### src/rtl/pirq_route_pkg.sv
// Shared constants and the slot rotation used by the interrupt router.
// Assumes the link count is a power of two.
package pirq_route_pkg;
    localparam int BYTE_W      = 8;
    localparam int DEF_LINKS   = 4;
    localparam int DEF_INPUTS  = 16;

    // One-hot link selected by pin `pin` of a device in slot `slot`.
    function automatic logic [DEF_LINKS-1:0] link_of(input int pin, input int slot);
        logic [DEF_LINKS-1:0] sel;
        sel = '0;
        sel[(pin + slot + DEF_LINKS - 1) % DEF_LINKS] = 1'b1;
        return sel;
    endfunction
endpackage

### src/rtl/pirq_link_swizzle.sv
// Rotates each device's INTx pins onto the shared links by slot number and
// ORs all pins landing on one link. Purely combinational.
// Assumes NUM_LINK matches the package rotation width.
module pirq_link_swizzle
    import pirq_route_pkg::*;
#(
    parameter int NUM_DEV  = 4,
    parameter int SLOT_W   = 5,
    parameter int NUM_LINK = DEF_LINKS
) (
    input  logic [NUM_DEV*NUM_LINK-1:0] dev_intx,
    input  logic [NUM_DEV*SLOT_W-1:0]   dev_slot,
    output logic [NUM_LINK-1:0]         link_lvl
);
    // OR every asserted pin into its rotated link
    always_comb begin
        link_lvl = '0;
        for (int d = 0; d < NUM_DEV; d++) begin
            for (int n = 0; n < NUM_LINK; n++) begin
                if (dev_intx[d*NUM_LINK + n])
                    link_lvl = link_lvl |
                        link_of(n, int'(dev_slot[d*SLOT_W +: SLOT_W]));
            end
        end
    end
endmodule

### src/rtl/pirq_route_regs.sv
// Holds one byte-wide routing register per link, written through a dword
// configuration port with byte enables. Also decodes the route status.
// Assumes one dword holds all link registers (NUM_LINK <= 4).
module pirq_route_regs
    import pirq_route_pkg::*;
#(
    parameter int             NUM_LINK = DEF_LINKS,
    parameter int             NUM_IRQ  = DEF_INPUTS,
    parameter int             ADDR_W   = 6,
    parameter logic [ADDR_W-1:0] ROUTE_DW = 6'h18,
    localparam int            IRQ_W    = $clog2(NUM_IRQ),
    localparam int            REG_W    = NUM_LINK*BYTE_W
) (
    input  logic                      clk,
    input  logic                      rst_n,
    input  logic                      cfg_we,
    input  logic [ADDR_W-1:0]         cfg_dw_addr,
    input  logic [NUM_LINK-1:0]       cfg_be,
    input  logic [REG_W-1:0]          cfg_wdata,
    output logic [REG_W-1:0]          route_nx,
    output logic [NUM_LINK-1:0]       route_en,
    output logic [NUM_LINK*IRQ_W-1:0] route_irq
);
    localparam logic [BYTE_W-1:0] RST_VAL = 8'h80;
    localparam logic [BYTE_W-1:0] IRQ_LIM = BYTE_W'(NUM_IRQ);

    logic [REG_W-1:0] route_q;
    logic             cfg_hit;

    // Write strobe addressed at the routing dword
    assign cfg_hit = cfg_we && (cfg_dw_addr == ROUTE_DW);

    // Merge enabled byte lanes into the next register image
    always_comb begin
        route_nx = route_q;
        for (int k = 0; k < NUM_LINK; k++)
            if (cfg_hit && cfg_be[k])
                route_nx[k*BYTE_W +: BYTE_W] = cfg_wdata[k*BYTE_W +: BYTE_W];
    end

    // Register the routing bytes, all links unconnected after reset
    always_ff @(posedge clk) begin
        if (!rst_n) route_q <= {NUM_LINK{RST_VAL}};
        else        route_q <= route_nx;
    end

    for (genvar k = 0; k < NUM_LINK; k++) begin : g_stat
        logic [BYTE_W-1:0] rb;
        assign rb = route_q[k*BYTE_W +: BYTE_W];
        // Decode connected flag and routed input number
        assign route_en[k]                = (rb < IRQ_LIM);
        assign route_irq[k*IRQ_W +: IRQ_W] = (rb < IRQ_LIM) ? rb[IRQ_W-1:0] : '0;


        lane_hold_chk: assert property (@(posedge clk) disable iff (!rst_n)
            (cfg_hit && !cfg_be[k]) |=> $stable(route_q[k*BYTE_W +: BYTE_W]));
    end


    miss_hold_chk: assert property (@(posedge clk) disable iff (!rst_n)
        !cfg_hit |=> $stable(route_q));
endmodule

### src/rtl/pirq_level_map.sv
// Keeps the input-by-link level map. Each bit is set when its link is high
// and routed to that input. The map is rebuilt every edge from the routing
// image being written, so a routing write leaves no stale bits behind.
// Each output ORs its group of NUM_LINK bits.
// Assumes route_nx is the register image that takes effect at this edge.
module pirq_level_map
    import pirq_route_pkg::*;
#(
    parameter int  NUM_LINK = DEF_LINKS,
    parameter int  NUM_IRQ  = DEF_INPUTS,
    localparam int IRQ_W    = $clog2(NUM_IRQ),
    localparam int MAP_W    = NUM_IRQ*NUM_LINK
) (
    input  logic                       clk,
    input  logic                       rst_n,
    input  logic [NUM_LINK*BYTE_W-1:0] route_nx,
    input  logic [NUM_LINK-1:0]        route_en,
    input  logic [NUM_LINK-1:0]        link_lvl,
    output logic [NUM_IRQ-1:0]         irq_out
);
    localparam logic [BYTE_W-1:0] IRQ_LIM = BYTE_W'(NUM_IRQ);

    logic [MAP_W-1:0] lvl_map;
    logic [MAP_W-1:0] map_nx;

    // Full rebuild of the map from next routes and present link levels
    always_comb begin
        map_nx = '0;
        for (int i = 0; i < NUM_IRQ; i++) begin
            for (int p = 0; p < NUM_LINK; p++) begin
                if (link_lvl[p] &&
                    route_nx[p*BYTE_W +: BYTE_W] < IRQ_LIM &&
                    route_nx[p*BYTE_W +: IRQ_W] == IRQ_W'(i))
                    map_nx[i*NUM_LINK + p] = 1'b1;
            end
        end
    end

    // Hold the level map, cleared by reset
    always_ff @(posedge clk) begin
        if (!rst_n) lvl_map <= '0;
        else        lvl_map <= map_nx;
    end

    for (genvar i = 0; i < NUM_IRQ; i++) begin : g_out
        // Each output is the OR of its group
        assign irq_out[i] = |lvl_map[i*NUM_LINK +: NUM_LINK];
    end

    for (genvar p = 0; p < NUM_LINK; p++) begin : g_col
        logic [NUM_IRQ-1:0] col;
        // Gather one link's bits across all inputs
        always_comb begin
            for (int i = 0; i < NUM_IRQ; i++) col[i] = lvl_map[i*NUM_LINK + p];
        end


        single_route_chk: assert property (@(posedge clk) disable iff (!rst_n)
            $onehot0(col));

        disabled_zero_chk: assert property (@(posedge clk) disable iff (!rst_n)
            !route_en[p] |-> (col == '0));

        level_source_chk: assert property (@(posedge clk) disable iff (!rst_n)
            (|col) |-> $past(link_lvl[p]));
    end
endmodule

### src/rtl/pirq_router.sv
// Top level: device INTx pins, rotated onto shared links, routed onto legacy
// interrupt controller inputs by software-written routing registers.
// Assumes level-sensitive inputs, already synchronous to clk.
module pirq_router
    import pirq_route_pkg::*;
#(
    parameter int             NUM_DEV  = 4,
    parameter int             SLOT_W   = 5,
    parameter int             NUM_LINK = DEF_LINKS,
    parameter int             NUM_IRQ  = DEF_INPUTS,
    parameter int             ADDR_W   = 6,
    parameter logic [ADDR_W-1:0] ROUTE_DW = 6'h18,
    localparam int            IRQ_W    = $clog2(NUM_IRQ)
) (
    input  logic                         clk,
    input  logic                         rst_n,
    input  logic [NUM_DEV*NUM_LINK-1:0]  dev_intx,
    input  logic [NUM_DEV*SLOT_W-1:0]    dev_slot,
    input  logic                         cfg_we,
    input  logic [ADDR_W-1:0]            cfg_dw_addr,
    input  logic [NUM_LINK-1:0]          cfg_be,
    input  logic [NUM_LINK*BYTE_W-1:0]   cfg_wdata,
    output logic [NUM_IRQ-1:0]           irq_out,
    output logic [NUM_LINK-1:0]          route_en,
    output logic [NUM_LINK*IRQ_W-1:0]    route_irq
);
    logic [NUM_LINK-1:0]        link_lvl;
    logic [NUM_LINK*BYTE_W-1:0] route_nx;

    pirq_link_swizzle #(.NUM_DEV(NUM_DEV), .SLOT_W(SLOT_W), .NUM_LINK(NUM_LINK)) u_swz (
        .dev_intx (dev_intx),
        .dev_slot (dev_slot),
        .link_lvl (link_lvl)
    );

    pirq_route_regs #(.NUM_LINK(NUM_LINK), .NUM_IRQ(NUM_IRQ),
                      .ADDR_W(ADDR_W), .ROUTE_DW(ROUTE_DW)) u_regs (
        .clk         (clk),
        .rst_n       (rst_n),
        .cfg_we      (cfg_we),
        .cfg_dw_addr (cfg_dw_addr),
        .cfg_be      (cfg_be),
        .cfg_wdata   (cfg_wdata),
        .route_nx    (route_nx),
        .route_en    (route_en),
        .route_irq   (route_irq)
    );

    pirq_level_map #(.NUM_LINK(NUM_LINK), .NUM_IRQ(NUM_IRQ)) u_map (
        .clk      (clk),
        .rst_n    (rst_n),
        .route_nx (route_nx),
        .route_en (route_en),
        .link_lvl (link_lvl),
        .irq_out  (irq_out)
    );
endmodule

### config.mk
export PLATFORM = sky130hd
export DESIGN_NAME = pirq_router
export DESIGN_NICKNAME = d
export VERILOG_FILES = /design/src/rtl/pirq_route_pkg.sv /design/src/rtl/pirq_link_swizzle.sv /design/src/rtl/pirq_route_regs.sv /design/src/rtl/pirq_level_map.sv /design/src/rtl/pirq_router.sv
export SDC_FILE = /design/constraint.sdc
export NUM_CORES = 1
export LEC_CHECK = 0
export ABC_AREA = 1
export ABC_CLOCK_PERIOD_IN_PS = 2600
export BUFFER_PORTS_ARGS = -buffer_cell sky130_fd_sc_hd__clkbuf_2
export CAP_MARGIN = 25
export CORE_AREA = 4 4 96 98
export CTS_BUF_LIST = sky130_fd_sc_hd__clkbuf_4 sky130_fd_sc_hd__clkbuf_8 sky130_fd_sc_hd__clkbuf_16
export CTS_CLUSTER_SIZE = 16
export DETAILED_ROUTE_END_ITERATION = 7
export DIE_AREA = 0 0 100 102
export PLACE_DENSITY_LB_ADDON = 0.3
export SLEW_MARGIN = 10
export SYNTH_ARGS = -nofsm -noshare
export SYNTH_HDL_FRONTEND = slang
export SYNTH_SLANG_ARGS = --single-unit
### constraint.sdc
create_clock -name clk -period 2.6 [get_ports clk]
set_input_delay 0.26 -clock clk [delete_from_list [all_inputs] [get_ports clk]]
set_output_delay 0.26 -clock clk [all_outputs]
set_load 0.05 [all_outputs]
==> results.tsv, run 1 <==
stage	metric	value	unit
logic_synthesis	synth_ff_type	dfxtp_1	
timing	rsz0062_at_grt	false	
min_path	min-delay-path-class	in -> reg	
logic_synthesis	synth-simple-area-share	0.458	
flow_run	maxCapViolCount	0	
logic_synthesis	syn-mean-instance-area	6.63	um^2
critical_path	crit_chain	nor4_2, inv_1, nor2_1, clkbuf_2	
die	ios	117	
timing	fmax	505	MHz
routing	wl_per_cell	13.0	um
placement	io_buffer_count	116	
clock_tree	h-tree-depth	3	
global_routing	grt_usage	0.244	
global_routing	antenna_found_initial	0	
clock_tree	cts_resized	0	
logic_synthesis	synthTopCellsByArea	dfxtp_1 (40%), nand2_1 (18%), nor2_1 (12%)	
clock_tree	cts_tree	yes	
clock_tree	clock-sinks	96	
routing	drtAntennaViolNets	0	
logic_synthesis	synth_mux_area_frac	0	
clock_tree	post-cts-setup-buffer-count	0	
clock_tree	cts_buffers	9	
logic_synthesis	synth_compound_area_frac	0.0337	
final_layout	drive_gt1_frac	0.238	
power_and_ir_drop	p_per_area	479	nW/um^2
global_routing	gr-total-overflow	0	
logic_synthesis	synth_top_family_by_area	simple AND/OR/NAND/NOR gates	
critical_path	cp.arrival	1.72	ns
logic_synthesis	netlist_area	4790	um^2
routing	drc	0	
clock_tree	cts.path.max_buffers	2	
logic_synthesis	synth.top_cell.area_share	0.401	
critical_path	max_stage_delay	0.38	ns
run_status	status	completed	
logic_synthesis	synth_edf_count	0	
routing	firstDrtPassIters	5	
critical_path	crit_fanout	4	
logic_synthesis	synthXorXnorAreaFrac	0	
critical_path	crit_buf_inv	2	
routing	via_per_inst	4.99	
timing	finalCriticalPeriod	1.98	ns
die	num_rows	34	
logic_synthesis	yosysSeqAreaShare	0.401	
critical_path	cp.required	2.34	ns
timing	hold_viol_final	0	
timing	fin_tns_setup	0	ns
critical_path	crit_family	simple AND/OR/NAND/NOR gates	
logic_synthesis	synth.distinct_cells	26	
timing	setup_viol	0	
placement	post-place-ws	0.473	ns
final_layout	num_antenna_cells	0	
die	die_area	10200	um^2
logic_synthesis	yosys-top-cells-count	nand2_1 (234), nor2_1 (152), dfxtp_1 (96)	
logic_synthesis	syn_nets	808	
clock_tree	clock_latency	0.36	ns
routing	drtIter0Drc	188	
logic_synthesis	yosysTopAreaCell	dfxtp_1	
final_layout	finalNetCount	923	
timing	fin_ws	0.620	ns
power_and_ir_drop	ir_drop	0.260	mV
logic_synthesis	async_flop_share	0	
logic_synthesis	yosys_register_bits	96	
global_routing	grt_max_degree	25	
final_layout	finalCoreUtilization	0.664	
placement	post-dp-hpwl	10.1	mm
critical_path	slowest_stage	nor4_2	
clock_tree	clkTransAtPathRegs	0.11	ns
final_layout	area_growth	17.3	%
clock_tree	ctsHoldBuffers	0	
timing	worst_pin_slew	0.852	ns
routing	totalWireLength	12.4	mm
logic_synthesis	ys_warn_count	0	
routing	vias	4743	
die	initial_core_util	0.566	
critical_path	worstSetupStartpointType	flip-flop	
logic_synthesis	synth_cells	723	
timing	fin_crit_sh	0.762	
critical_path	crit_type	reg -> out	
timing	slew_headroom	0.432	
die	fp.dieW	100	um
logic_synthesis	yosys.area_share.adder	0.0104	
clock_tree	cts_root_buffer	clkbuf_8	
global_routing	grt_pass1_wl	19.9	mm
die	die_h	102	um
timing	drv_slew	0	
placement	place_congestion	0.922	
critical_path	cp-end-kind	primary output	
global_routing	grt_pass1_vias	4607	
timing	fin_skew	0.0203	ns
die	core-area	8470	um^2
power_and_ir_drop	p_leak	0.00279	uW
logic_synthesis	synth_most_common_cell	nand2_1	
==> worst reg2reg max path, delay by kind of cell, from the launching register on <==
family	cells	cell delay, ns
DFF	1	0.33
and+or+nand+nor	5	0.93
==> cell usage in the layout (no fill, tap or decap) <==
| cell type | instances |
|---|---|
| nand2_1 | 234 |
| nor2_1 | 152 |
| clkbuf_2 | 116 |
| dfxtp_1 | 96 |
| inv_1 | 86 |
| nor2_2 | 38 |
| nand4_1 | 19 |
| or4_1 | 16 |
| nand3_1 | 13 |
| clkbuf_8 | 9 |
| o21ai_1 | 8 |
| o21ai_0 | 7 |
| o21ai_2 | 7 |
| nand2_2 | 5 |
| nand3_2 | 5 |
| a21oi_1 | 5 |
| nor4_2 | 4 |
| ha_1 | 4 |
| nand3_4 | 3 |
| or2_2 | 3 |
| buf_4 | 3 |
| nor3_1 | 2 |
| clkinv_8 | 2 |
| inv_6 | 2 |
| inv_8 | 2 |
| nor3_4 | 1 |
| clkinv_4 | 1 |
==> final cells by class <==
type	count	area, um^2
flip-flops and latches	96	1920
clock inverters	7	81.3
inverters	86	323
multi-input cells	526	2430
well taps	108	135
repair buffers	119	603
clock buffers	9	124
fillers	777	2850
==> where the power goes <==
part	switching (uW)	internal, uW
Clock	585	386
Sequential	1.02	1470
Combinational	153	91.8
==> cell families after synthesis <==
logic type	after synthesis
compound gates	27
fa+ha+maj	4
buf+inv	101
flops	96
simple gates	495
==> through the flow <==
stage                     total power, uW  instance area (um^2)  hold slack (ns)  std cells
final                                2690                  5620            0.147        951
after global routing                 2790                  5620            0.171        951
after CTS                            2710                  5620            0.137        951
after detailed placement             1750                  5410            0.494        935
after global placement               1740                  5410            0.486        935
after floorplan                      1630                  4820            0.392        723
==> flip-flops by register name, summed over array words and instances, names as in the netlist <==
signal / count
u_map.lvl_map: 64
u_regs.route_q: 32
==> routing by layer <==
metal  GRT usage  vias up  wire, um
li1            -     2448         -
met1       0.283     2120      5230
met2       0.459      158      6220
met3      0.0444       17       715
met4      0.0684        0       199
met5           0        -         0
==> worst paths after layout <==
kind	startpoint	end	slack [ns]	depth (start not counted)
worst max-delay path	u_regs.route_q[13]$_SDFF_PN0_	route_irq[4]	0.62	4
worst min-delay path	cfg_wdata[23]	u_regs.route_q[23]$_SDFF_PN1_	0.15	3
worst max register to register	u_regs.route_q[20]$_SDFF_PN0_	u_map.lvl_map[30]$_SDFF_PN0_	1.28	5
worst min register to register	u_regs.route_q[13]$_SDFF_PN0_	u_regs.route_q[13]$_SDFF_PN0_	0.51	2
Note: power is estimated with default switching activity, not from simulation.
==> run 2, diff against run 1 <==
--- a/config.mk
+++ b/config.mk
@@ -6,14 +6,14 @@
 export NUM_CORES = 1
 export LEC_CHECK = 0
 export ABC_AREA = 1
-export ABC_CLOCK_PERIOD_IN_PS = 2600
+export ABC_CLOCK_PERIOD_IN_PS = 1800
 export BUFFER_PORTS_ARGS = -buffer_cell sky130_fd_sc_hd__clkbuf_2
 export CAP_MARGIN = 25
-export CORE_AREA = 4 4 96 98
+export CORE_AREA = 4 4 105 107
 export CTS_BUF_LIST = sky130_fd_sc_hd__clkbuf_4 sky130_fd_sc_hd__clkbuf_8 sky130_fd_sc_hd__clkbuf_16
 export CTS_CLUSTER_SIZE = 16
 export DETAILED_ROUTE_END_ITERATION = 7
-export DIE_AREA = 0 0 100 102
+export DIE_AREA = 0 0 109 111
 export PLACE_DENSITY_LB_ADDON = 0.3
 export SLEW_MARGIN = 10
 export SYNTH_ARGS = -nofsm -noshare
==> constraint.sdc (replaced) <==
create_clock -name clk -period 1.8 [get_ports clk]
set_input_delay 0.18 -clock clk [delete_from_list [all_inputs] [get_ports clk]]
set_output_delay 0.18 -clock clk [all_outputs]
set_load 0.05 [all_outputs]
==> run 2 against run 1 <==
  * Sequential power rose by 45%
  * Core utilization fell by 9.5 points
  * Critical endpoint is now route_irq[9]
  * Total power rose by 43%
  * Register-to-register slack got worse by 0.71 ns
  * Flip-flop and latch count did not move
  * Critical path depth did not move
==> results.tsv, run 2 (synthesis gave the netlist of run 1 again) <==
stage	metric	value	unit	change
run_status	status	completed		
global_routing	gr-total-overflow	0		unchanged
clock_tree	clkTransAtPathRegs	0.10	ns	about the same
global_routing	grt_max_degree	21		-16%
placement	place_congestion	0.944		+2.3%
power_and_ir_drop	power_frac_comb	0.092		about the same
placement	post-place-ws	-0.0294	ns	-0.502 ns
clock_tree	h-tree-depth	3		unchanged
die	initial_core_util	0.473		-0.0934
timing	hold_viol_final	0		unchanged
clock_tree	post-cts-setup-buffer-count	0		unchanged
placement	post-dp-hpwl	9.61	mm	-5.0%
global_routing	grt_pass1_vias	4299		-6.7%
final_layout	finalNetCount	924		+0.11%
power_and_ir_drop	power.total	3850	uW	+43%
final_layout	num_antenna_cells	0		unchanged
final_layout	finalCoreUtilization	0.569		-0.0950
critical_path	crit_fanout	4		unchanged
critical_path	crit_chain	nor4_4, inv_2, nor2_2, clkbuf_2		
timing	worst_pin_slew	0.392	ns	-0.459 ns
final_layout	drive_gt1_frac	0.262		+0.0234
critical_path	crit_type	reg -> out		
timing	fin_ws	0.0939	ns	-0.526 ns
final_layout	largest_reg_flops	64		unchanged
critical_path	slowest_stage	dfxtp_1		
critical_path	cp-end-kind	primary output		
placement	place_area	5560	um^2	+2.6%
power_and_ir_drop	ir_drop	0.450	mV	+73%
routing	wl_per_cell	12.0	um	-7.5%
die	fp.dieW	109	um	+9.0%
timing	setup_viol	0		unchanged
die	core-area	10100	um^2	+20%
power_and_ir_drop	swShare	0.271		-0.00355
timing	finalCriticalPeriod	1.71	ns	
timing	fin_crit_sh	0.948		
routing	drc	0		unchanged
final_layout	final_cells	980		+3.0%
placement	io_buffer_count	116		unchanged
timing	slew_headroom	0.738		+0.307
clock_tree	cts_tree	yes		
routing	vias	4584		-3.4%
power_and_ir_drop	p_leak	0.00279	uW	+0.12%
die	die_area	12100	um^2	+19%
routing	firstDrtPassIters	5		unchanged
power_and_ir_drop	p_per_area	668	nW/um^2	+40%
critical_path	crit_family	simple AND/OR/NAND/NOR gates		
power_and_ir_drop	switchingPower	1040	uW	+41%
die	ios	117		unchanged
global_routing	grt_usage	0.204		-0.0401
timing	fin_skew	0.00984	ns	-0.0105 ns
global_routing	grt_pass1_wl	19.7	mm	-1.4%
power_and_ir_drop	seqPwrFrac	0.552		+0.004
power_and_ir_drop	p_clk_frac	0.355		-0.006
final_layout	top_register	u_map.lvl_map		
die	die_h	111	um	+8.8%
timing	rsz0062_at_grt	false		
global_routing	antenna_found_initial	0		unchanged
clock_tree	cts.path.max_buffers	2		unchanged
die	num_rows	37		+8.8%
clock_tree	cts_root_buffer	clkbuf_8		
final_layout	reg_top3	u_map.lvl_map (64), u_regs.route_q (32)		
flow_run	maxCapViolCount	0		unchanged
critical_path	cp.arrival	1.53	ns	-0.19 ns
final_layout	layout_common_cells	nand2_1 (234), nor2_1 (136), clkbuf_2 (109)		
clock_tree	cts_buffers	9		unchanged
placement	place_inst	964		+3.1%
min_path	min-delay-path-class	in -> reg		
timing	drv_slew	0		unchanged
critical_path	cp.required	1.62	ns	-0.72 ns
routing	totalWireLength	11.8	mm	-4.7%
final_layout	fin_area	5770	um^2	+2.6%
final_layout	area_growth	20.3	%	
routing	drtAntennaViolNets	0		unchanged
critical_path	max_stage_delay	0.35	ns	-0.03 ns
routing	via_per_inst	4.68		-6.2%
timing	fmax	586	MHz	
final_layout	final_common_cell	nand2_1		
critical_path	worstSetupStartpointType	flip-flop		
critical_path	crit_buf_inv	2		unchanged
power_and_ir_drop	internal_power	2800	uW	+44%
routing	drtIter0Drc	236		+26%
clock_tree	clock_latency	0.37	ns	about the same
clock_tree	clock-sinks	96		unchanged
[run 2: worst register-to-register path, stage by stage (launching register included)]
cell and delay (ns):
dfxtp_1 0.35, nand2_1 0.09, nand2_1 0.06, nor2_1 0.13, nand3_2 0.33, nor2_1 0.21
[run 2: area by class of cell]
cell class,instances,area (um^2)
flip-flops and latches,96,1920
fillers,982,4370
well taps,136,170
repair buffers,120,651
clock inverters,7,71.3
clock buffers,9,124
inverters,86,323
multi-input cells,526,2510
[run 2: metrics by stage]
stage | setup TNS [ns] | hold slack, ns
2_1_floorplan | -1.66 | 0.312
3_3_place_gp | 0 | 0.414
3_5_place_dp | -0.0453 | 0.421
4_1_cts | 0 | 0.0365
5_1_grt | 0 | 0.0573
6_report | 0 | 0.0445
[run 2: layer usage]
layer | vias up | GRT usage | wire [um]
li1 | 2454 | - | -
met1 | 1975 | 0.261 | 5020
met2 | 129 | 0.330 | 5690
met3 | 26 | 0.0501 | 760
met4 | 0 | 0.0707 | 311
met5 | - | 0 | 0
[run 2: power by group through the flow]
stage / sequential (uW) / combinational, uW / clock [uW]
after floorplan: 2180 / 186 / 0
after global placement: 2180 / 354 / 0
after detailed placement: 2180 / 355 / 0
after CTS: 2130 / 356 / 1390
after global routing: 2130 / 409 / 1500
final: 2130 / 354 / 1370
[run 2: repair_timing]
item,in CTS,in global routing
resized for setup,4,8
hold buffers,0,0
setup endpoints to repair,4,12
[run 2: worst paths after layout]
path	from	end	slack (ns)	cells past startpoint
max	u_regs.route_q[22]$_SDFF_PN0_	route_irq[9]	0.09	4
max reg2reg	u_regs.route_q[15]$_SDFF_PN1_	u_map.lvl_map[25]$_SDFF_PN0_	0.57	5
min	cfg_wdata[23]	u_regs.route_q[23]$_SDFF_PN1_	0.04	3
min reg2reg	u_regs.route_q[13]$_SDFF_PN0_	u_regs.route_q[13]$_SDFF_PN0_	0.53	2
